<file path="config.mk">
export PLATFORM = sky130hd
export DESIGN_NAME = nib_seq_core
export DESIGN_NICKNAME = d
export VERILOG_FILES = /design/src/rtl/nib_seq_pkg.sv /design/src/rtl/nib_seq_align.sv /design/src/rtl/nib_seq_decode.sv /design/src/rtl/nib_seq_alu.sv /design/src/rtl/nib_seq_regfile.sv /design/src/rtl/nib_seq_core.sv
export SDC_FILE = /design/constraint.sdc
export NUM_CORES = 1
export LEC_CHECK = 0
export BUFFER_PORTS_ARGS = -buffer_cell sky130_fd_sc_hd__buf_2
export CORE_UTILIZATION = 50
export DETAILED_ROUTE_END_ITERATION = 6
export GPL_TIMING_DRIVEN = 0
export PLACE_DENSITY = 0.69
export SYNTH_ARGS = -nofsm -noshare
export SYNTH_HDL_FRONTEND = slang
export SYNTH_SLANG_ARGS = --single-unit
</file>
<file path="constraint.sdc">
create_clock -name clk -period 5.7 [get_ports clk]
set_input_delay 0.855 -clock clk [delete_from_list [all_inputs] [get_ports clk]]
set_output_delay 0.855 -clock clk [all_outputs]
set_load 0.01 [all_outputs]
</file>
<file path="src/rtl/nib_seq_pkg.sv">
// Shared constants and types for the nibble-addressed sequencer.
// Assumes 32-bit instruction words and 8-bit op codes whose bit 7 selects
// the long (32-bit) format.
package nib_seq_pkg;

    localparam int INSTR_W   = 32;
    localparam int LEN_SHORT = 5;
    localparam int LEN_LONG  = 8;

    localparam logic [7:0] OP_HALT  = 8'h00;
    localparam logic [7:0] OP_ADD   = 8'h01;
    localparam logic [7:0] OP_AND   = 8'h02;
    localparam logic [7:0] OP_OR    = 8'h03;
    localparam logic [7:0] OP_XOR   = 8'h04;
    localparam logic [7:0] OP_NOT   = 8'h05;
    localparam logic [7:0] OP_SHL   = 8'h06;
    localparam logic [7:0] OP_SHR   = 8'h07;
    localparam logic [7:0] OP_SAR   = 8'h08;
    localparam logic [7:0] OP_CEQ   = 8'h09;
    localparam logic [7:0] OP_LOAD  = 8'h80;
    localparam logic [7:0] OP_STORE = 8'h81;
    localparam logic [7:0] OP_JMP   = 8'h82;
    localparam logic [7:0] OP_BRT   = 8'h83;

    typedef enum logic [3:0] {
        ST_F0, ST_F1, ST_F2, ST_INC, ST_DEC, ST_EXE, ST_MEM, ST_CHK, ST_HALT
    } seq_state_t;

    typedef enum logic [3:0] {
        ALU_ADD, ALU_AND, ALU_OR, ALU_XOR, ALU_NOT,
        ALU_SHL, ALU_SHR, ALU_SAR, ALU_CEQ
    } alu_fn_t;

    typedef struct packed {
        logic err;
        logic ovf;
        logic neg;
        logic cry;
        logic zero;
    } psw_t;

endpackage

</file>
<file path="src/rtl/nib_seq_align.sv">
// Cuts one instruction out of a two-word window at a nibble offset.
// Assumes the window holds the word at the pointer in its upper half and the
// following word in its lower half; nibbles are read from the top down.
module nib_seq_align
    import nib_seq_pkg::*;
#(
    parameter int WORD_W = INSTR_W
) (
    input  logic [2*WORD_W-1:0] window,
    input  logic [2:0]          nib_off,
    output logic [WORD_W-1:0]   instr,
    output logic                is_long
);
    localparam int NOFF = WORD_W / 4;

    logic [WORD_W-1:0] cand [NOFF];

    // One candidate per possible start nibble.
    for (genvar k = 0; k < NOFF; k++) begin : g_cand
        assign cand[k] = window[2*WORD_W-1-4*k -: WORD_W];
    end

    // Pick the candidate for the current offset; bit 7 of the op code gives the length.
    always_comb begin
        instr   = cand[nib_off];
        is_long = instr[WORD_W-1];
    end
endmodule

</file>
<file path="src/rtl/nib_seq_decode.sv">
// Classifies an op code into an operation group and an ALU function.
// Assumes exactly one group flag is set for any op code; unknown codes set illegal.
module nib_seq_decode
    import nib_seq_pkg::*;
(
    input  logic [7:0] opc,
    output alu_fn_t    alu_fn,
    output logic       is_alu,
    output logic       is_load,
    output logic       is_store,
    output logic       is_jmp,
    output logic       is_brt,
    output logic       is_halt,
    output logic       is_illegal
);
    // Op code table lookup.
    always_comb begin
        alu_fn     = ALU_ADD;
        is_alu     = 1'b0;
        is_load    = 1'b0;
        is_store   = 1'b0;
        is_jmp     = 1'b0;
        is_brt     = 1'b0;
        is_halt    = 1'b0;
        is_illegal = 1'b0;
        case (opc)
            OP_HALT:  is_halt = 1'b1;
            OP_ADD:   begin is_alu = 1'b1; alu_fn = ALU_ADD; end
            OP_AND:   begin is_alu = 1'b1; alu_fn = ALU_AND; end
            OP_OR:    begin is_alu = 1'b1; alu_fn = ALU_OR;  end
            OP_XOR:   begin is_alu = 1'b1; alu_fn = ALU_XOR; end
            OP_NOT:   begin is_alu = 1'b1; alu_fn = ALU_NOT; end
            OP_SHL:   begin is_alu = 1'b1; alu_fn = ALU_SHL; end
            OP_SHR:   begin is_alu = 1'b1; alu_fn = ALU_SHR; end
            OP_SAR:   begin is_alu = 1'b1; alu_fn = ALU_SAR; end
            OP_CEQ:   begin is_alu = 1'b1; alu_fn = ALU_CEQ; end
            OP_LOAD:  is_load  = 1'b1;
            OP_STORE: is_store = 1'b1;
            OP_JMP:   is_jmp   = 1'b1;
            OP_BRT:   is_brt   = 1'b1;
            default:  is_illegal = 1'b1;
        endcase
    end
endmodule

</file>
<file path="src/rtl/nib_seq_alu.sv">
// Combinational ALU: logic ops, add with carry/overflow, three shifts, equality.
// Assumes the shift amount is the low log2(W) bits of operand b.
module nib_seq_alu
    import nib_seq_pkg::*;
#(
    parameter int W = 16
) (
    input  alu_fn_t      fn,
    input  logic [W-1:0] a,
    input  logic [W-1:0] b,
    output logic [W-1:0] y,
    output logic         cout,
    output logic         ovf
);
    localparam int SH_W = $clog2(W);

    logic [W:0]      sum;
    logic [SH_W-1:0] sh;

    // Operation select and flag generation.
    always_comb begin
        sum  = {1'b0, a} + {1'b0, b};
        sh   = b[SH_W-1:0];
        cout = 1'b0;
        ovf  = 1'b0;
        case (fn)
            ALU_ADD: begin
                y    = sum[W-1:0];
                cout = sum[W];
                ovf  = (a[W-1] == b[W-1]) && (sum[W-1] != a[W-1]);
            end
            ALU_AND: y = a & b;
            ALU_OR:  y = a | b;
            ALU_XOR: y = a ^ b;
            ALU_NOT: y = ~a;
            ALU_SHL: y = a << sh;
            ALU_SHR: y = a >> sh;
            ALU_SAR: y = W'($signed(a) >>> sh);
            ALU_CEQ: y = (a == b) ? W'(1) : '0;
            default: y = '0;
        endcase
    end
endmodule

</file>
<file path="src/rtl/nib_seq_regfile.sv">
// General register file: two combinational read ports, one write port.
// Assumes synchronous active-low reset clears every entry; no entry is special.
module nib_seq_regfile #(
    parameter int W = 16,
    parameter int N = 16
) (
    input  logic                 clk,
    input  logic                 rst_n,
    input  logic                 we,
    input  logic [$clog2(N)-1:0] waddr,
    input  logic [W-1:0]         wdata,
    input  logic [$clog2(N)-1:0] raddr_a,
    input  logic [$clog2(N)-1:0] raddr_b,
    output logic [W-1:0]         rdata_a,
    output logic [W-1:0]         rdata_b
);
    localparam int AW = $clog2(N);

    logic [W-1:0] regs [N];

    // Register storage with reset and single write.
    always_ff @(posedge clk) begin
        for (int i = 0; i < N; i++) begin
            if (!rst_n)
                regs[i] <= '0;
            else if (we && waddr == AW'(i))
                regs[i] <= wdata;
        end
    end

    // Read ports.
    always_comb begin
        rdata_a = regs[raddr_a];
        rdata_b = regs[raddr_b];
    end
endmodule

</file>
<file path="src/rtl/nib_seq_core.sv">
// Multicycle sequencer top: nibble-addressed fetch of 20/32-bit instructions,
// field decode into separate registers, execute, and a status check after
// every execution. Assumes synchronous instruction and data reads (data one
// cycle after the address) and IP_W, DA_W no wider than the 16-bit operand.
module nib_seq_core
    import nib_seq_pkg::*;
#(
    parameter int DW    = 16,
    parameter int NREG  = 16,
    parameter int IP_W  = 16,
    parameter int DA_W  = 16
) (
    input  logic              clk,
    input  logic              rst_n,
    output logic [IP_W-4:0]   imem_addr,
    input  logic [31:0]       imem_rdata,
    output logic [DA_W-1:0]   dmem_addr,
    output logic [DW-1:0]     dmem_wdata,
    output logic              dmem_we,
    output logic              dmem_re,
    input  logic [DW-1:0]     dmem_rdata,
    output logic              halted,
    output logic [4:0]        psw
);
    localparam int RA_W  = $clog2(NREG);
    localparam int WA_W  = IP_W - 3;
    localparam int OPD_W = 16;

    seq_state_t            state;
    logic [IP_W-1:0]       ip;
    logic [INSTR_W-1:0]    win_hi, win_lo, ir;
    logic [7:0]            opc;
    logic [RA_W-1:0]       fa, fb, fd;
    logic [OPD_W-1:0]      imm;
    psw_t                  psw_q;
    logic                  halt_req;
    logic                  inc_stage;

    logic [INSTR_W-1:0]    cut_instr;
    logic                  cut_long;
    alu_fn_t               alu_fn;
    logic                  d_alu, d_load, d_store, d_jmp, d_brt, d_halt, d_ill;
    logic [DW-1:0]         ra_val, rb_val, alu_y;
    logic                  alu_c, alu_v;
    logic                  rf_we;
    logic [RA_W-1:0]       rf_waddr;
    logic [DW-1:0]         rf_wdata;

    nib_seq_align u_align (
        .window  ({win_hi, win_lo}),
        .nib_off (ip[2:0]),
        .instr   (cut_instr),
        .is_long (cut_long)
    );

    nib_seq_decode u_dec (
        .opc        (opc),
        .alu_fn     (alu_fn),
        .is_alu     (d_alu),
        .is_load    (d_load),
        .is_store   (d_store),
        .is_jmp     (d_jmp),
        .is_brt     (d_brt),
        .is_halt    (d_halt),
        .is_illegal (d_ill)
    );

    nib_seq_regfile #(.W(DW), .N(NREG)) u_rf (
        .clk     (clk),
        .rst_n   (rst_n),
        .we      (rf_we),
        .waddr   (rf_waddr),
        .wdata   (rf_wdata),
        .raddr_a (fa),
        .raddr_b (fb),
        .rdata_a (ra_val),
        .rdata_b (rb_val)
    );

    nib_seq_alu #(.W(DW)) u_alu (
        .fn   (alu_fn),
        .a    (ra_val),
        .b    (rb_val),
        .y    (alu_y),
        .cout (alu_c),
        .ovf  (alu_v)
    );

    assign inc_stage = (state == ST_INC);

    // Register write port: ALU result in execute, load data in the memory step.
    always_comb begin
        rf_we    = (state == ST_EXE && d_alu) || (state == ST_MEM);
        rf_waddr = (state == ST_MEM) ? fa : fd;
        rf_wdata = (state == ST_MEM) ? dmem_rdata : alu_y;
    end

    // External strobes and addresses derived from the current step.
    always_comb begin
        imem_addr  = (state == ST_F1) ? ip[IP_W-1:3] + WA_W'(1) : ip[IP_W-1:3];
        dmem_addr  = imm[DA_W-1:0];
        dmem_wdata = ra_val;
        dmem_we    = (state == ST_EXE) && d_store;
        dmem_re    = (state == ST_EXE) && d_load;
        halted     = (state == ST_HALT);
        psw        = psw_q;
    end

    // Step sequencer: fetch, advance pointer, decode fields, execute, check.
    always_ff @(posedge clk) begin
        if (!rst_n) begin
            state    <= ST_F0;
            ip       <= '0;
            win_hi   <= '0;
            win_lo   <= '0;
            ir       <= '0;
            opc      <= '0;
            fa       <= '0;
            fb       <= '0;
            fd       <= '0;
            imm      <= '0;
            psw_q    <= '0;
            halt_req <= 1'b0;
        end else begin
            case (state)
                ST_F0: state <= ST_F1;
                ST_F1: begin
                    win_hi <= imem_rdata;
                    state  <= ST_F2;
                end
                ST_F2: begin
                    win_lo <= imem_rdata;
                    state  <= ST_INC;
                end
                ST_INC: begin
                    ir    <= cut_instr;
                    ip    <= ip + (cut_long ? IP_W'(LEN_LONG) : IP_W'(LEN_SHORT));
                    state <= ST_DEC;
                end
                ST_DEC: begin
                    opc <= ir[31:24];
                    imm <= ir[15:0];
                    if (ir[31]) begin
                        fa <= ir[23:20];
                        fb <= ir[19:16];
                        fd <= '0;
                    end else begin
                        fa <= ir[23:20];
                        fb <= ir[19:16];
                        fd <= ir[15:12];
                    end
                    state <= ST_EXE;
                end
                ST_EXE: begin
                    if (d_alu) begin
                        psw_q.zero <= (alu_y == '0);
                        psw_q.neg  <= alu_y[DW-1];
                        psw_q.cry  <= alu_c;
                        psw_q.ovf  <= alu_v;
                    end
                    if (d_jmp || (d_brt && ra_val != '0))
                        ip <= imm[IP_W-1:0];
                    if (d_halt)
                        halt_req <= 1'b1;
                    if (d_ill)
                        psw_q.err <= 1'b1;
                    state <= d_load ? ST_MEM : ST_CHK;
                end
                ST_MEM: state <= ST_CHK;
                ST_CHK: state <= (psw_q.err || halt_req) ? ST_HALT : ST_F0;
                ST_HALT: state <= ST_HALT;
                default: state <= ST_HALT;
            endcase
        end
    end
endmodule

</file>
Word-level counts from Yosys, hierarchy flattened
Memory sizes are Yosys's and may differ from the RTL's. A register that Yosys moved wholly into a read port is not among the register bits.
Index checks and enable logic that the tools add are counted.
{ "totals": {"n_memories": 1, "regBits": 158, "word_cells": 224, "input_bits": 50, "ram_bits": 256} }
{ "memory_table": {"columns": ["memory", "depth", "width", "read_ports", "rd_clocked_by_memory_dff", "wr", "line", "text"], "rows": [
  ["u_rf.regs", 16, 16, 2, 2, 16, "nib_seq_regfile.sv:19", "logic [W-1:0] regs [N];"]
]} }
{ "classes": {"n_lt_le_gt_ge": 1, "shift": 3, "mux": 93, "bitwise_logic": 22, "addsub": 3, "n_reduce_logical": 37, "eq_ne": 48} }
{ "op_table": {"columns": ["operator", "count"], "rows": [
  ["$mux W16", 18],
  ["$pmux W16 S9", 1],
  ["$bmux W32 S3", 1],
  ["$mux W32", 2],
  ["$pmux W4 S8", 2],
  ["$mux W1", 59],
  ["$eq A4 B3 Y1 const B", 12],
  ["$eq A4 B4 Y1 const B", 10],
  ["$eq A8 B3 Y1 const B", 4],
  ["$eq A8 B8 Y1 const B", 4],
  ["$mux W4", 8],
  ["$pmux W16 S2", 1],
  ["$eq A4 B2 Y1 const B", 6],
  ["$logic_and A1 B1 Y1", 21],
  ["$add A16 B16 Y17", 1],
  ["$add A16 B4 Y16", 1],
  ["$and A16 B16 Y16", 1],
  ["$eq A16 B16 Y1", 1],
  ["$eq A8 B2 Y1 const B", 2],
  ["$eq A8 B4 Y1 const B", 2],
  ["$logic_not A16 Y1", 1],
  ["$not A16 Y16", 1],
  ["$or A1 B1 Y1", 16],
  ["$or A16 B16 Y16", 1],
  ["22 further kinds", 31]
]} }

Depth between registers and ports, before layout
Gate-level depths: netlist of the first run.
{ "logic_depth": {"depth_word": 10, "depth_mapped": 21, "mapped_depth_nobuf": 17} }

Cells and area by module
Synthesis of the first run repeated with hierarchy kept, for this count alone.
{ "unflattened": {"hier_cells": 2384, "area_unflattened_um2": 25207.9} }
{ "by_module_without_submodules": {"columns": ["mod", "cells_per_inst", "n_inst", "area_each_um2"], "rows": [
  ["nib_seq_regfile", 865, 1, 13623.1],
  ["nib_seq_core", 835, 1, 6552.5],
  ["nib_seq_alu", 486, 1, 3333.2],
  ["nib_seq_align", 171, 1, 1516.5],
  ["nib_seq_decode", 27, 1, 182.7]
]} }

Least setup slack after synthesis of the first run
No wires, ideal clock.
{ "synth_timing": {"kind": "register to register", "startpoint": "register (tool-made name)", "endpoint": "memory u_rf.regs[10][15] (data pin)", "arrival_ps": 5088, "period_less_slack_ps": 5347, "required_time_ps": 5441, "path_slack_ps": 353, "path_stages_with_launch": 19, "setup_time_ps": 259, "cell_sequence": "dfxtp_1 buf_6 buf_6 buf_1 buf_1 mux4_2 mux4_2 inv_1 ha_1 and3_1 a21oi_1 o21ai_0 o41ai_1 o21ai_0 xor2_1 a221oi_2 a21o_1 buf_4 nor2_1"} }
{ "synth_rtl": {"columns": ["element", "line"], "rows": [
  ["end: declaration", "nib_seq_regfile.sv:19"]
]} }

==> run metrics, run 1 <==
total CTS buffers=47; Max-cap violations=1; VDD IR-drop max=0.231 mV; worst clock skew=35.5 ps; standard-cell rows=80; PortBufs=102; Yosys cell types=80; number of synthesized flops with an enable pin=256; crit-path max FO=10; # clock sinks=418; Mean Syn Cell Area=10.5 um2; maximum clock insertion buffer count=3; fin crit share=98.9%; Via Count=21400; setup tns final=0 ps; Core Area=0.0479 mm2; ys async rst share=0%; kind of critical path=reg -> reg; Final ANT Viol Nets=0; Worst slew margin=1.69%; Least-Margin Pin Slew=1460 ps; CTS root buffer=clkbuf_16; initial antenna violation count=2; final setup vio count=0; Crit path required time=6020 ps; HP Class=reg -> reg; Initial Util=50.9%; P_leak=9.88 nW; Highest Clock Rate=177 MHz; final critical-path required period=5640 ps; final slew viol count=0; DIE AREA=0.0497 mm2; failing checks=DRC, capacitance limit; Worst-Skew Late Latency=620 ps; Post-DP HPWL=66.9 mm; post-route setup slack=62.9 ps; Nets=2579; outcome=complete, but fails checks; largest net degree at the start of global routing=20; Die W=223 um; yosys warns=0; Worst EP arrival=5960 ps; critical path endpoint category=register; number of global-route vias before repair=20100; final hold slack=463 ps; global-route wire length before repair=131 mm; pwr/cell area=262 mW/mm2; Power, Total=7.30 mW; sequential share of the synthesized area=44.8%; Die H=223 um; Max H-tree Level=2; #FFs+latches synth=418; GRT overflow=0; fin util=58.0%; layout cells sized above 1=19.6%; number of remaining DRC errors=1; Wirelength per Cell=28.5 um; Initial DRC Count=3397; Synth-to-Final Area Change=14.0%; hold_sp=ir[24]; Main synth FF type=edfxtp_1; wirelength, routed=89.6 mm; dpl ws=-1730 ps; Mapped Cells=2316; critical path launch point type=register; Ports=103; Reg clk slew, reported paths=60 ps; syn_nets=2405; GPL Wtd Cong=1.05; Mapped Area=0.0244 mm2; Via density=6.82; Initial DRT Pass Iterations=7; final hold violations=0; GRT Overall Usage=35.8%; CTS tree=yes
==> what timing repair did <==
action                     in CTS  in global routing
setup endpoints to repair     238                 95
setup buffers                   6                  8
gates resized for setup        59                 23
hold buffers                    0                  0
pin swaps                       2                  6
==> state kept, by name (all words and copies together), names as in the netlist, 4 cells and up, named ones only <==
signal     cells
ip            16
u_rf.regs    256
fa             4
win_lo        28
state          4
opc            8
fd             4
dmem_addr     16
win_hi        32
ir            32
fb             4
psw            5
==> cells by family (layout without fill, tap and decap cells) <==
logic type,Yosys count,after routing,synth area share (%)
simple gates,865,865,14.9
compound gates,426,426,11.6
flops,418,418,44.8
mux,317,317,21.7
buf+inv,225,432,4.07
fa+ha+maj,39,39,2.03
xor+xnor,26,26,0.933
other cells,0,1,0
==> cell usage in the layout (no fill, tap or decap), types with 14 or more instances in the layout <==
master and instances:
inv_1 36, nand2b_1 15, nand3_1 35, o21ai_2 18, dfxtp_1 160, mux2i_1 126, nand2_1 311, nor2_1 384
o21ai_0 50, mux2_2 26, nand4_1 14, mux4_2 142, buf_4 23, edfxtp_1 256, clkbuf_16 48, ha_1 37
mux4_1 17, o211ai_1 22, clkbuf_1 124, a21oi_1 154, buf_8 14, a211oi_1 32, buf_2 125, buf_6 15
nor3_1 29
==> cell usage after synthesis, types with 22 or more instances <==
cell type  instances  area [um2]
nand2_1          311        1170
o211ai_1          22         165
clkbuf_1         121         454
mux2_2            26         293
dfxtp_1          162        3240
inv_1             37         139
a21oi_1          154         771
nand3_1           35         175
ha_1              38         475
o21ai_0           70         350
edfxtp_1         256        7690
mux2i_1          126        1260
nor3_1            31         155
a211oi_1          33         248
mux4_2           140        3150
buf_2             39         195
nor2_1           384        1440
==> layer usage <==
metal,share of wire (%),vias to the layer above,GRT usage [%]
met1,38,10400,49.0
met5,0,-,0
met3,14,316,9.39
met4,5.1,0,16.2
met2,43,1707,53.4
li1,-,8963,-
==> area by class of cell <==
| cell class | instances | area, um2 |
|---|---|---|
| Inverter | 40 | 150 |
| Clock inverter | 18 | 201 |
| Sequential cell | 418 | 10900 |
| Timing Repair Buffer | 131 | 846 |
| Antenna cell | 1 | 2.50 |
| Clock buffer | 64 | 1300 |
| Multi-Input combinational cell | 1673 | 12700 |
| Tap cell | 615 | 769 |
| Buffer | 179 | 913 |
| Fill cell | 4013 | 20100 |
==> worst max-delay path, cell delays in order, from the launching register on <==
cell and delay (ps):
dfxtp_1 300, clkbuf_1 320, buf_1 760, mux4_2 440
mux2i_1 330, mux2_2 470, ha_1 380, and3_1 190
a21oi_1 140, o21ai_1 150, o41ai_2 320, buf_4 190
xnor2_1 120, o221ai_1 210, mux2i_2 590, buf_2 360
nor2_1 70
==> final timing paths <==
check        slack [ps]                end  cells after the start
min reg2reg         460             opc[0]                      2
min                 460             opc[0]                      2
max                  60  u_rf.regs[12][11]                     16
max reg2reg          60  u_rf.regs[12][11]                     16
==> report_power, final <==
part / switching, mW / total (mW) / internal [mW]
clock network: 1.29 / 2.98 / 1.70
logic: 0.621 / 0.934 / 0.313
registers: 0.0741 / 3.38 / 3.30
total: 1.98 / 7.30 / 5.32
==> stage by stage <==
stage,instances,cell area [um2]
5_1_grt,3138,27800
3_5_place_dp,3048,26000
2_1_floorplan,2316,24400
6_report,3139,27800
4_1_cts,3133,27700
3_3_place_gp,3033,25700
No activity file was read; power rests on OpenSTA's default activity.
==> inputs of run 2 (changes only) <==
--- a/config.mk
+++ b/config.mk
@@ -12,4 +12,5 @@
 export PLACE_DENSITY = 0.69
 export SYNTH_ARGS = -nofsm -noshare
 export SYNTH_HDL_FRONTEND = slang
+export SYNTH_HIERARCHICAL = 1
 export SYNTH_SLANG_ARGS = --single-unit
==> run 2 against run 1 <==
  * The flow now finishes without violations
  * Power down 4.6%
  * Non-clock buffer count up 10
  * Sequential share of layout area down 1.0 points
  * Hold slack worse by 45 ps
  * Clock skew up 6.7 ps
  * Synthesized area up 2.8%
  * Final area up 1.1%
  * Synthesized cell count up 2.2%
  * Via count down 4.7%
  * Wire length down 8.6%
  * Clock power down 3%
==> run metrics, run 2 <==
switching part of the total=26.2% (-0.91 points); net switching power=1.83 mW (-7.8%); initial antenna violation count=2 (unchanged); Post-CTS Setup Bufs=0 (-6); layout cells sized above 1=18.3% (-1.3 points); final hold violations=0 (unchanged); Synth-to-Final Area Change=12.1%; Max H-tree Level=2 (unchanged); # hold bufs at CTS=0 (unchanged); Core Area=0.0493 mm2 (+2.7%); Seq pwr share=47.5% (+1.2 points); largest net degree at the start of global routing=17 (-15%); Max-cap violations=0 (-1); Crit path required time=6240 ps (+220 ps); Initial DRC Count=2282 (-33%); Worst EP arrival=6210 ps (+250 ps); GRT overflow=0 (unchanged); Highest Clock Rate=176 MHz (-0.66%); dpl ws=-321 ps (+1410 ps); unrepaired setup endpoints after global routing=false; HP Class=reg -> reg; design area=0.0281 mm2 (+1.1%); most frequent cells in the layout=358 x nand2_1, 267 x and2_1, 256 x edfxtp_1; PortBufs=102 (unchanged); Mapped Cells=2368 (+2.2%); hold path cells=2 (unchanged); VDD IR-drop max=0.238 mV (+3.1%); top flop regs=u_rf/regs: 256 flops, ir: 32 flops, win_hi: 32 flops; standard-cell rows=81 (+1.3%); Mapped Area=0.0251 mm2 (+2.8%); hold_sp=ir[22]; Ports=103 (unchanged); Post-DP HPWL=62.4 mm (-6.8%); worst clock skew=42.3 ps (+6.73 ps); number of global-route vias before repair=19600 (-2.7%); Worst slew margin=18.8% (+17 points); Least-Margin Pin Slew=1210 ps (-248 ps); fin crit share=99.6% (+0.66 points); GRT Overall Usage=32.1% (-3.6 points); Nets=2620 (+1.6%); Area after DPL=0.0266 mm2 (+2.5%); total CTS buffers=46 (-2.1%); GPL Wtd Cong=0.987 (-5.6%); syn_nets=2457 (+2.2%); Mean Syn Cell Area=10.6 um2 (+0.53%); commonest non-fill, non-tap cell in the layout=nand2_1; clock power share=41.4% (+0.5 points); number of remaining DRC errors=0 (-1); post-route setup slack=25.4 ps (-37.5 ps); maximum clock insertion buffer count=3 (unchanged); crit-path max FO=12 (+2); Initial DRT Pass Iterations=5 (-2); combinational fraction of design power=11.1% (-1.7 points); # clock sinks=410 (-1.9%); critical path launch point type=register; Reg2Reg Depth=14 (-2); wirelength, routed=81.8 mm (-8.6%); Top reg by flops=u_rf/regs; worst r2r src=fa[0]; max FFs per register=256 (unchanged); pwr/cell area=248 mW/mm2 (-5.7%); Int Pwr=5.13 mW (-3.4%); Worst R2R End=psw[0]; Final Non-Filler Cells=3227 (+2.8%); worst hold endpoint=fa[2]; Worst-Skew Late Latency=610 ps (about the same); global-route wire length before repair=122 mm (-6.5%); final slew viol count=0 (unchanged); CTS root buffer=clkbuf_16; Die W=226 um (+1.4%); Worst R2R Setup Slack=30 ps (-40 ps); kind of critical path=reg -> reg; Die H=226 um (+1.4%); DIE AREA=0.0511 mm2 (+2.8%); critical path endpoint category=register; final critical-path required period=5670 ps (+37.5 ps); Initial Util=50.9% (about the same); placed cells=3147 (+3.2%); yosys warns=6 (+6); Wirelength per Cell=25.4 um (-11%); final setup vio count=0 (unchanged); Via density=6.33 (-7.3%); P_leak=10.2 nW (+3.0%); area taken by multi-input logic gates=0.0131 mm2 (+3.4%); Reg clk slew, reported paths=60 ps (about the same); CTS tree=yes; filler instances=4226 (+5.3%); register area=0.0108 mm2 (-1.5%); Final ANT Viol Nets=0 (unchanged); Via Count=20400 (-4.7%); outcome=complete, no violations
-- run 2: cell count changes in the layout (fill, tap and decap cells not counted), sizes merged, moves of 34 or more --
cell,change
nor2,-282
and2,+265
a22oi,+68
mux2i,-66
nand2,+49
a21oi,+34
-- run 2: how the worst max path moves through the flow --
stage	end	slack, ps	cells after the start	from
6_report	psw[0]	30	14	fa[0]
5_1_grt	u_rf/regs[8][0]	2	17	fa[0]
4_1_cts	psw[0]	30	18	fb[0]
3_5_place_dp	psw[0]	-320	18	fb[1]
3_3_place_gp	psw[0]	-370	17	fb[1]
2_1_floorplan	u_rf/regs[0][10]	1610	17	fb[0]
-- run 2: stage by stage --
step                utilization [%]  hold WS [ps]  power [mW]  TNS, ps
floorplan                         -           429        3.82        0
global placement               53.6           444        4.09    -4070
detailed placement             54.0           445        4.11    -4760
CTS                            57.0           424        6.97        0
global route                   57.1           469        7.15        0
finish                         57.1           418        6.96        0
-- run 2: critical path, cell delays in order (launching register included) --
cell and delay, ps:
dfxtp_1 400, buf_6 210, buf_6 240, mux4_1 640, a22oi_1 450, nand2_1 490, mux2_2 470, mux2i_1 440
o21ai_0 160, a21oi_1 230, o211ai_1 130, nor4_1 750, nand4_1 470, or2_2 410, a21oi_1 110
-- run 2: layout make-up --
class | instances | share of cell area (%)
Tap cell | 664 | 2.96
Inverter | 43 | 0.574
Clock inverter | 19 | 0.668
Antenna cell | 1 | 0.00890
Timing Repair Buffer | 115 | 2.38
Buffer | 205 | 3.94
Multi-Input combinational cell | 1710 | 46.7
Sequential cell | 410 | 38.3
Clock buffer | 60 | 4.50
-- run 2: power groups by stage --
stage / Clock [mW] / Sequential, mW / Combinational, mW
2_1_floorplan: 0 / 3.34 / 0.485
3_3_place_gp: 0 / 3.36 / 0.724
3_5_place_dp: 0 / 3.36 / 0.747
4_1_cts: 2.91 / 3.30 / 0.751
5_1_grt: 3.02 / 3.31 / 0.823
6_report: 2.88 / 3.31 / 0.770
-- run 2: layer usage --
layer / up-vias / share of wire (%) / track usage [%]
met5: - / 0.016 / 0
li1: 9105 / - / -
met4: 2 / 2.7 / 9.00
met3: 140 / 9.1 / 6.08
met1: 10200 / 43 / 45.9
met2: 1013 / 45 / 49.8
-- run 2: repair_timing --
action                     CTS  global route
setup endpoints to repair   45            41
gates resized for setup      3            15
pin swaps                    0             1
